<file path="src/rtl/thermo_alarm_pkg.sv">
package thermo_alarm_pkg;

   typedef struct packed {
      logic above;
      logic below;
   } lim_cmp_t;

   function automatic logic window_violation(input lim_cmp_t c);
      return c.above | c.below;
   endfunction

endpackage

</file>
<file path="src/rtl/tar_sign_ext.sv">
module tar_sign_ext #(
   parameter int IN_W  = 9,
   parameter int OUT_W = 16
) (
   input  logic [IN_W-1:0]  din,
   output logic [OUT_W-1:0] dout
);
   localparam int PAD_W = OUT_W - IN_W;

   generate
      if (PAD_W < 0) begin : g_bad
         $error("tar_sign_ext: OUT_W must not be below IN_W");
      end else if (PAD_W == 0) begin : g_same
         assign dout = din;
      end else begin : g_pad
         assign dout = {{PAD_W{din[IN_W-1]}}, din};
      end
   endgenerate
endmodule

</file>
<file path="src/rtl/tar_window_cmp.sv">
module tar_window_cmp
   import thermo_alarm_pkg::*;
#(
   parameter int LIM_W = 8
) (
   input  logic [LIM_W-1:0] whole_deg,
   input  logic [LIM_W-1:0] hi_lim,
   input  logic [LIM_W-1:0] lo_lim,
   output lim_cmp_t         cmp
);
   logic signed [LIM_W-1:0] v_s, hi_s, lo_s;

   assign v_s  = $signed(whole_deg);
   assign hi_s = $signed(hi_lim);
   assign lo_s = $signed(lo_lim);

   always_comb begin
      cmp.above = (v_s > hi_s);
      cmp.below = (v_s < lo_s);
   end
endmodule

</file>
<file path="src/rtl/tar_state.sv">
module tar_state #(
   parameter int          REG_W     = 16,
   parameter logic [15:0] RESET_VAL = 16'h00AA
) (
   input  logic             clk,
   input  logic             rst_n,
   input  logic             load,
   input  logic [REG_W-1:0] next_word,
   input  logic             next_flag,
   output logic [REG_W-1:0] word_q,
   output logic             flag_q
);
   localparam logic [REG_W-1:0] INIT_WORD = REG_W'(RESET_VAL);

   always_ff @(posedge clk or negedge rst_n) begin
      if (!rst_n) begin
         word_q <= INIT_WORD;
         flag_q <= 1'b0;
      end else if (load) begin
         word_q <= next_word;
         flag_q <= next_flag;
      end
   end
endmodule

</file>
<file path="src/rtl/thermo_alarm_reg.sv">
module thermo_alarm_reg
   import thermo_alarm_pkg::*;
#(
   parameter int          RES_W     = 9,
   parameter int          REG_W     = 16,
   parameter int          LIM_W     = 8,
   parameter logic [15:0] RESET_VAL = 16'h00AA
) (
   input  logic             clk,
   input  logic             rst_n,
   input  logic             conv_valid,
   input  logic [RES_W-1:0] conv_result,
   input  logic [LIM_W-1:0] lim_high,
   input  logic [LIM_W-1:0] lim_low,
   output logic [REG_W-1:0] temp_reg,
   output logic             alarm
);
   localparam int CMP_LSB = 1;
   localparam int CMP_MSB = LIM_W;

   generate
      if (RES_W < 2) begin : g_chk_res
         $error("thermo_alarm_reg: RES_W must be at least 2");
      end
      if (REG_W < RES_W || REG_W > 16) begin : g_chk_reg
         $error("thermo_alarm_reg: REG_W must lie in RES_W..16");
      end
      if (CMP_MSB > RES_W - 1) begin : g_chk_lim
         $error("thermo_alarm_reg: LIM_W must be below RES_W");
      end
   endgenerate

   logic [REG_W-1:0] ext_word;
   lim_cmp_t         cmp;
   logic             next_flag;

   tar_sign_ext #(.IN_W(RES_W), .OUT_W(REG_W)) u_ext (
      .din  (conv_result),
      .dout (ext_word)
   );

   tar_window_cmp #(.LIM_W(LIM_W)) u_cmp (
      .whole_deg (ext_word[CMP_MSB:CMP_LSB]),
      .hi_lim    (lim_high),
      .lo_lim    (lim_low),
      .cmp       (cmp)
   );

   assign next_flag = window_violation(cmp);

   tar_state #(.REG_W(REG_W), .RESET_VAL(RESET_VAL)) u_state (
      .clk       (clk),
      .rst_n     (rst_n),
      .load      (conv_valid),
      .next_word (ext_word),
      .next_flag (next_flag),
      .word_q    (temp_reg),
      .flag_q    (alarm)
   );
endmodule

</file>
<file path="config.mk">
export PLATFORM = sky130hd
export DESIGN_NAME = thermo_alarm_reg
export DESIGN_NICKNAME = d
export VERILOG_FILES = /design/src/rtl/thermo_alarm_pkg.sv /design/src/rtl/tar_sign_ext.sv /design/src/rtl/tar_window_cmp.sv /design/src/rtl/tar_state.sv /design/src/rtl/thermo_alarm_reg.sv
export SDC_FILE = /design/constraint.sdc
export NUM_CORES = 1
export LEC_CHECK = 0
export BUFFER_PORTS_ARGS = -buffer_cell sky130_fd_sc_hd__buf_2
export CAP_MARGIN = 20
export CELL_PAD_IN_SITES_DETAIL_PLACEMENT = 0
export CELL_PAD_IN_SITES_GLOBAL_PLACEMENT = 2
export CORE_ASPECT_RATIO = 0.9
export CORE_MARGIN = 2
export CORE_UTILIZATION = 26
export DETAILED_ROUTE_END_ITERATION = 8
export GPL_TIMING_DRIVEN = 0
export HOLD_SLACK_MARGIN = 0.05
export PLACE_DENSITY_LB_ADDON = 0.1
export SLEW_MARGIN = 20
export SYNTH_ARGS = -nofsm -noshare
export SYNTH_HDL_FRONTEND = slang
export SYNTH_SLANG_ARGS = --single-unit
</file>
<file path="constraint.sdc">
create_clock -name clk -period 1.6 [get_ports clk]
set_clock_uncertainty 0.1 [all_clocks]
set_input_delay 0.32 -clock clk [delete_from_list [all_inputs] [get_ports clk]]
set_output_delay 0.32 -clock clk [all_outputs]
set_load 0.05 [all_outputs]
</file>
==> impl_metrics.xml, run 1 <==
<?xml version="1.0" encoding="UTF-8"?>
<metrics>
  <group name="finish">
    <metric name="finish.instance_area" unit="mm²">0.00113</metric>
    <metric name="finalCoreUtilization" unit="%">37.2</metric>
    <metric name="drive_above_1_share" unit="%">53.8</metric>
    <metric name="final_cells" unit="">172</metric>
    <metric name="antenna_cells" unit="">0</metric>
    <metric name="area_delta_synth_final" unit="%">37.1</metric>
    <metric name="fin_nets" unit="">175</metric>
    <metric name="fill_cells" unit="">350</metric>
  </group>
  <group name="drt">
    <metric name="ant_nets" unit="">0</metric>
    <metric name="post-route-drc-count" unit="">0</metric>
    <metric name="routed-via-count" unit="">734</metric>
    <metric name="vias_per_cell" unit="">4.27</metric>
    <metric name="drt_iter0_markers" unit="">23</metric>
    <metric name="top_layer" unit="">met4</metric>
    <metric name="dr.pass1.iters" unit="">3</metric>
    <metric name="met1_length" unit="µm">882</metric>
    <metric name="route.detailed.wl_per_inst" unit="µm">10.9</metric>
    <metric name="met2_wirelength" unit="µm">869</metric>
    <metric name="wl" unit="mm">1.88</metric>
    <metric name="dr_wl_met3" unit="µm">111</metric>
  </group>
  <group name="sta">
    <metric name="final.setup.tns" unit="ps">0</metric>
    <metric name="report.final.slew_viol_count" unit="">0</metric>
    <metric name="timing_hold_violations_final" unit="">0</metric>
    <metric name="timing_worst_slew_pin_value" unit="ps">298</metric>
    <metric name="period_needed" unit="ps">1470</metric>
    <metric name="max-slew-margin-rel" unit="%">79.8</metric>
    <metric name="final.hold.worst_slack" unit="ps">177</metric>
    <metric name="setup_ws" unit="ps">131</metric>
    <metric name="achievable-frequency" unit="GHz">0.681</metric>
    <metric name="layout_worst_path_cycle_share" unit="%">91.8</metric>
    <metric name="setup_violations" unit="">0</metric>
    <metric name="grt_setup_unrepaired" unit="">no</metric>
  </group>
  <group name="die">
    <metric name="design.die.area" unit="mm²">0.00364</metric>
    <metric name="die_w" unit="µm">63.4</metric>
    <metric name="fp.dieH" unit="µm">57.5</metric>
    <metric name="initial_core_util" unit="%">27.1</metric>
    <metric name="design.portCount" unit="">45</metric>
    <metric name="placement_rows" unit="">19</metric>
    <metric name="core_region_area" unit="mm²">0.00304</metric>
  </group>
  <group name="clock_tree">
    <metric name="clock_path_buffers" unit="">2</metric>
    <metric name="clk_root_buffer_cell" unit="">clkbuf_4</metric>
    <metric name="tritoncts_clock_tree" unit="">done</metric>
    <metric name="worst_skew_pair.late_latency" unit="ps">250</metric>
    <metric name="cts.repair_timing.setup_buffer_count" unit="">0</metric>
    <metric name="number_of_clock_buffers_inserted_by_tritoncts" unit="">3</metric>
    <metric name="cts.sinks" unit="">10</metric>
    <metric name="cts-htree-levels" unit="">1</metric>
    <metric name="clk_pin_slew" unit="ps">60</metric>
  </group>
  <group name="place">
    <metric name="port-buffer-count" unit="">44</metric>
    <metric name="cell_area_placed" unit="mm²">0.00110</metric>
    <metric name="dp_slack" unit="ps">-233</metric>
    <metric name="hpwlAfterDp" unit="mm">1.64</metric>
    <metric name="gpl.final_weighted_congestion" unit="">0.760</metric>
    <metric name="placed_cells_incl_taps" unit="">168</metric>
  </group>
  <group name="critical_path">
    <metric name="critical_path.top_delay_family" unit="">flip-flops</metric>
    <metric name="crit_path_max_cell_delay" unit="ps">430</metric>
    <metric name="cell_depth_of_the_worst_setup_path" unit="">2</metric>
    <metric name="path_max_fanout" unit="">9</metric>
    <metric name="slowest_stage" unit="">dfrtp_2</metric>
    <metric name="crit_type" unit="">flip-flop to primary output</metric>
    <metric name="worst-r2r-cell-count" unit="">1</metric>
    <metric name="worst-path-buf-inv" unit="">2</metric>
    <metric name="timing.critical_path.required" unit="ps">1180</metric>
    <metric name="crit_path_end_kind" unit="">primary output</metric>
    <metric name="crit_path_start_kind" unit="">flip-flop</metric>
    <metric name="crit_path_cell_trace" unit="">buf_4 &gt; buf_2</metric>
    <metric name="crit_arrival" unit="ps">1050</metric>
  </group>
  <group name="hold_path">
    <metric name="hold_path.class" unit="">input port to flip-flop</metric>
    <metric name="hold-path-cell-count" unit="">2</metric>
  </group>
  <group name="power_and_ir_drop">
    <metric name="p_total" unit="mW">0.861</metric>
    <metric name="irDropWorstVdd" unit="V">0.000372</metric>
    <metric name="p_per_area" unit="mW/mm²">760</metric>
    <metric name="p_leak" unit="nW">0.627</metric>
  </group>
  <group name="outcome">
    <metric name="run_status" unit="">completed</metric>
  </group>
  <group name="global_route">
    <metric name="grt_pass1_vias" unit="">740</metric>
    <metric name="globalRouteOverflowTotal" unit="">0</metric>
    <metric name="number_of_antenna_violations_at_the_first_check_in_global_routing" unit="">0</metric>
    <metric name="global_route_wire_length_before_repair" unit="mm">3.19</metric>
    <metric name="grt_max_degree" unit="">11</metric>
    <metric name="groute.usage.overall" unit="%">11.2</metric>
  </group>
  <group name="logic_synthesis">
    <metric name="yosysSeqAreaShare" unit="%">30.9</metric>
    <metric name="yosys_register_bits" unit="">10</metric>
    <metric name="yosysUniqueCellTypes" unit="">22</metric>
    <metric name="syn-instance-count" unit="">82</metric>
    <metric name="post_synth_instance_area" unit="µm²">826</metric>
    <metric name="yosys_warnings" unit="">0</metric>
    <metric name="post_synthesis_area_per_instance" unit="µm²">10.1</metric>
    <metric name="synth.net_count" unit="">125</metric>
  </group>
  <group name="flow_run">
    <metric name="drv.max_cap_violation_count" unit="">0</metric>
  </group>
</metrics>
==> final cells by class <==
| type | count | area, µm² | area share (%) |
|---|---|---|---|
| timing repair buffer | 45 | 230 | 20.3 |
| buffer | 8 | 57.6 | 5.08 |
| tap | 42 | 52.6 | 4.64 |
| inverter | 17 | 63.8 | 5.64 |
| clock buffer | 3 | 22.5 | 1.99 |
| multi-input combinational | 47 | 449 | 39.7 |
| sequential | 10 | 256 | 22.7 |
==> state kept, by name (all words and copies together) (netlist names) <==
name / flops
u_state.flag_q: 1
u_state.word_q: 9
==> final timing paths <==
path	startpoint	slack, ps	endpoint
worst max-delay path	u_state.word_q[8]	130	temp_reg[9]
worst min register to register	u_state.word_q[0]	380	u_state.word_q[0]
min in group asynchronous	rst_n	350	u_state.word_q[0]
max in group asynchronous	rst_n	790	u_state.word_q[5]
worst min-delay path	conv_result[0]	180	u_state.word_q[0]
worst max register to register	u_state.word_q[8]	670	u_state.word_q[8]
==> cells in the mapped netlist <==
master	instances	area, µm²
inv_1	17	63.8
ha_1	15	188
buf_4	7	52.6
dfrtp_1	6	150
mux2_2	6	67.6
a21oi_1	4	20.0
dfstp_2	4	105
nand2_1	4	15.0
mux2_1	3	33.8
nand4_1	2	12.5
o211ai_2	2	25.0
o21ai_0	2	10.0
a2111oi_2	1	15.0
a21o_1	1	7.51
and4bb_2	1	12.5
buf_2	1	5.00
nand2b_1	1	6.26
nor2b_1	1	6.26
o21ai_1	1	5.00
o221ai_1	1	8.76
o311ai_1	1	8.76
or4_1	1	7.51
==> cells in the final DEF, fill, tap and decap left out, types with 2 or more instances in the layout <==
master	n
o211ai_2	2
o21ai_0	2
dfrtp_1	5
inv_1	17
a21oi_1	4
ha_1	15
clkbuf_4	3
mux2_1	3
nand2_1	4
dfstp_2	4
buf_4	7
mux2_2	6
buf_2	45
nand4_1	2
==> layer usage <==
| metal | track usage, % | vias to the layer above |
|---|---|---|
| met5 | 0 | - |
| met4 | 4.66 | 0 |
| met3 | 2.37 | 2 |
| met2 | 18.2 | 20 |
| met1 | 14.6 | 338 |
| li1 | - | 374 |
==> timing repair <==
item	4_1_cts	5_1_grt
resized for setup	0	1
hold endpoints to repair	9	0
setup endpoints to repair	0	8
hold buffers	1	0
==> power by group <==
| group | total, mW | switching, mW | internal (mW) |
|---|---|---|---|
| combinational | 0.396 | 0.259 | 0.138 |
| sequential | 0.304 | 0.0163 | 0.287 |
| clock | 0.161 | 0.0747 | 0.0863 |
| total | 0.861 | 0.350 | 0.511 |
==> kinds of logic (layout without fill, tap and decap cells) <==
| group | count (synthesis) | after routing | synth area share, % |
|---|---|---|---|
| DFF | 10 | 10 | 30.9 |
| AOI/OAI and AO/OA | 13 | 13 | 12.1 |
| buffers and inverters | 25 | 73 | 14.7 |
| adders and majority gates | 15 | 15 | 22.7 |
| and+or+nand+nor | 10 | 10 | 7.27 |
| muxes | 9 | 9 | 12.3 |
Note: power is estimated with default switching activity, not from simulation.
==> inputs of run 2 (changes only) <==
--- a/config.mk
+++ b/config.mk
@@ -10,7 +10,7 @@
 export CELL_PAD_IN_SITES_DETAIL_PLACEMENT = 0
 export CELL_PAD_IN_SITES_GLOBAL_PLACEMENT = 2
 export CORE_ASPECT_RATIO = 0.9
-export CORE_MARGIN = 2
+export CORE_MARGIN = 3
 export CORE_UTILIZATION = 26
 export DETAILED_ROUTE_END_ITERATION = 8
 export GPL_TIMING_DRIVEN = 0
==> constraint.sdc (replaced) <==
create_clock -name clk -period 1.83 [get_ports clk]
set_clock_uncertainty 0.1 [all_clocks]
set_input_delay 0.366 -clock clk [delete_from_list [all_inputs] [get_ports clk]]
set_output_delay 0.366 -clock clk [all_outputs]
set_load 0.05 [all_outputs]
==> run 2 against run 1 <==
Effect of this change: combinational power decreased by 13%; non-clock buffer count unchanged; design area increased by 0.88%; largest cell class unchanged.
==> impl_metrics.xml, run 2 (synthesis results as in run 1) <==
<?xml version="1.0" encoding="UTF-8"?>
<metrics>
  <group name="outcome">
    <metric name="run_status" unit="">completed</metric>
  </group>
  <group name="finish">
    <metric name="drive_above_1_share" unit="%">53.4</metric>
    <metric name="biggestRegsByFlops" unit="">u_state.word_q x9, u_state.flag_q x1</metric>
    <metric name="finalCoreUtilization" unit="%">39.6</metric>
    <metric name="register_bank_with_the_most_flops" unit="">u_state.word_q</metric>
    <metric name="antenna_cells" unit="">0</metric>
    <metric name="fin_nets" unit="">175</metric>
    <metric name="area_delta_synth_final" unit="%">38.3</metric>
    <metric name="most-common-layout-cells" unit="">buf_2 (45), inv_1 (17), ha_1 (15)</metric>
    <metric name="largest_register_ffs" unit="">9</metric>
    <metric name="layout.cells.most_common" unit="">buf_2</metric>
  </group>
  <group name="sta">
    <metric name="setup_violations" unit="">0</metric>
    <metric name="max-slew-margin-rel" unit="%">78.7</metric>
    <metric name="grt_setup_unrepaired" unit="">no</metric>
    <metric name="period_needed" unit="ps">1590</metric>
    <metric name="timing_hold_violations_final" unit="">0</metric>
    <metric name="report.final.slew_viol_count" unit="">0</metric>
    <metric name="layout_worst_path_cycle_share" unit="%">86.8</metric>
    <metric name="final.setup.tns" unit="ps">0</metric>
    <metric name="achievable-frequency" unit="GHz">0.629</metric>
    <metric name="timing_worst_slew_pin_value" unit="ps">318</metric>
  </group>
  <group name="die">
    <metric name="initial_core_util" unit="%">28.6</metric>
    <metric name="design.die.area" unit="mm²">0.00389</metric>
    <metric name="fp.dieH" unit="µm">59.5</metric>
    <metric name="die_w" unit="µm">65.4</metric>
    <metric name="placement_rows" unit="">18</metric>
    <metric name="core_region_area" unit="mm²">0.00288</metric>
    <metric name="design.portCount" unit="">45</metric>
  </group>
  <group name="critical_path">
    <metric name="crit_path_start_kind" unit="">input port</metric>
    <metric name="crit_arrival" unit="ps">1620</metric>
    <metric name="crit_path_start" unit="">conv_result[2]</metric>
    <metric name="rr_startpoint" unit="">u_state.word_q[8]</metric>
    <metric name="crit_path_end_kind" unit="">flip-flop</metric>
    <metric name="worst-r2r-cell-count" unit="">1</metric>
    <metric name="path_max_fanout" unit="">3</metric>
    <metric name="crit_type" unit="">input port to flip-flop</metric>
    <metric name="worst-r2r-setup-slack" unit="ps">880</metric>
    <metric name="timing.critical_path.required" unit="ps">1860</metric>
  </group>
  <group name="hold_path">
    <metric name="hold-path-cell-count" unit="">2</metric>
    <metric name="min-delay-start" unit="">conv_result[0]</metric>
    <metric name="hold_path.class" unit="">input port to flip-flop</metric>
  </group>
  <group name="drt">
    <metric name="routed-via-count" unit="">713</metric>
    <metric name="drt_iter0_markers" unit="">21</metric>
    <metric name="ant_nets" unit="">0</metric>
    <metric name="dr.pass1.iters" unit="">3</metric>
    <metric name="route.detailed.wl_per_inst" unit="µm">10.9</metric>
    <metric name="wl" unit="mm">1.87</metric>
    <metric name="vias_per_cell" unit="">4.17</metric>
    <metric name="post-route-drc-count" unit="">0</metric>
  </group>
  <group name="global_route">
    <metric name="grt_pass1_vias" unit="">689</metric>
    <metric name="globalRouteOverflowTotal" unit="">0</metric>
    <metric name="groute.usage.overall" unit="%">10.2</metric>
    <metric name="number_of_antenna_violations_at_the_first_check_in_global_routing" unit="">0</metric>
    <metric name="grt_max_degree" unit="">11</metric>
    <metric name="global_route_wire_length_before_repair" unit="mm">3.02</metric>
  </group>
  <group name="place">
    <metric name="hpwlAfterDp" unit="mm">1.67</metric>
    <metric name="gpl.final_weighted_congestion" unit="">0.748</metric>
    <metric name="port-buffer-count" unit="">44</metric>
  </group>
  <group name="clock_tree">
    <metric name="cts.repair.resized" unit="">0</metric>
    <metric name="clk_root_buffer_cell" unit="">clkbuf_4</metric>
    <metric name="tritoncts_clock_tree" unit="">done</metric>
    <metric name="cts-htree-levels" unit="">1</metric>
    <metric name="number_of_clock_buffers_inserted_by_tritoncts" unit="">3</metric>
    <metric name="clk_pin_slew" unit="ps">70</metric>
    <metric name="cts.repair_timing.setup_buffer_count" unit="">0</metric>
    <metric name="clock_path_buffers" unit="">2</metric>
    <metric name="cts.sinks" unit="">10</metric>
    <metric name="worst_skew_pair.late_latency" unit="ps">260</metric>
  </group>
  <group name="power_and_ir_drop">
    <metric name="p_leak" unit="nW">0.636</metric>
    <metric name="irDropWorstVdd" unit="V">0.000433</metric>
    <metric name="p_per_area" unit="mW/mm²">705</metric>
    <metric name="p_total" unit="mW">0.805</metric>
  </group>
  <group name="flow_run">
    <metric name="drv.max_cap_violation_count" unit="">0</metric>
  </group>
</metrics>
run 2: cell count changes in the layout (fill, tap and decap cells not counted), sizes merged:
| cell | before | now |
|---|---|---|
| clkbuf | 3 | 4 |
run 2: power by group:
part / total (mW) / switching [mW] / internal [mW]
Combinational: 0.346 / 0.226 / 0.120
Clock: 0.194 / 0.0738 / 0.121
Sequential: 0.264 / 0.0140 / 0.250
Total: 0.805 / 0.314 / 0.491
run 2: repair_timing:
action                                 in CTS  in global routing
endpoints found under the hold margin       6                  0
setup endpoints to repair                   0                  0
hold buffers                                1                  0
run 2: layer usage:
| layer | GRT usage (%) | part of all wire [%] | up-vias |
|---|---|---|---|
| met3 | 1.71 | 5.5 | 0 |
| met1 | 14.3 | 50 | 320 |
| met5 | 0 | 0 | - |
| met4 | 4.44 | 0 | 0 |
| li1 | - | - | 374 |
| met2 | 15.4 | 44 | 19 |
run 2: layout make-up:
cell class	instances	area, µm²
tap	40	50.0
inverter	17	63.8
sequential	10	255
timing repair buffer	45	230
clock buffer	4	36.3
multi-input combinational	47	449
buffer	8	57.6
fill	321	1740
run 2: path summary, 6_finish.rpt:
| path | end |
|---|---|
| worst min register to register | u_state.word_q[0] |
| max in group asynchronous | u_state.word_q[1] |
| min in group asynchronous | u_state.word_q[6] |
| worst max register to register | u_state.word_q[8] |
| worst min-delay path | u_state.word_q[0] |
| worst max-delay path | u_state.flag_q |
run 2: worst max-delay path, cell delays in order:
cell and delay, ps:
buf_2 120, ha_1 300, nor2b_1 140, o211ai_2 130, a21oi_1 100, a2111oi_2 330, o211ai_2 130
run 2: metrics by stage:
step / cell area (µm²) / setup slack [ps] / std cells / hold WS (ps)
after floorplan: 826 / 185 / 82 / -29.6
after global placement: 1100 / -40.7 / 166 / 132
after detailed placement: 1100 / -52.1 / 166 / 133
after CTS: 1140 / 212 / 171 / 209
after global routing: 1140 / 119 / 171 / 245
final: 1140 / 241 / 171 / 222
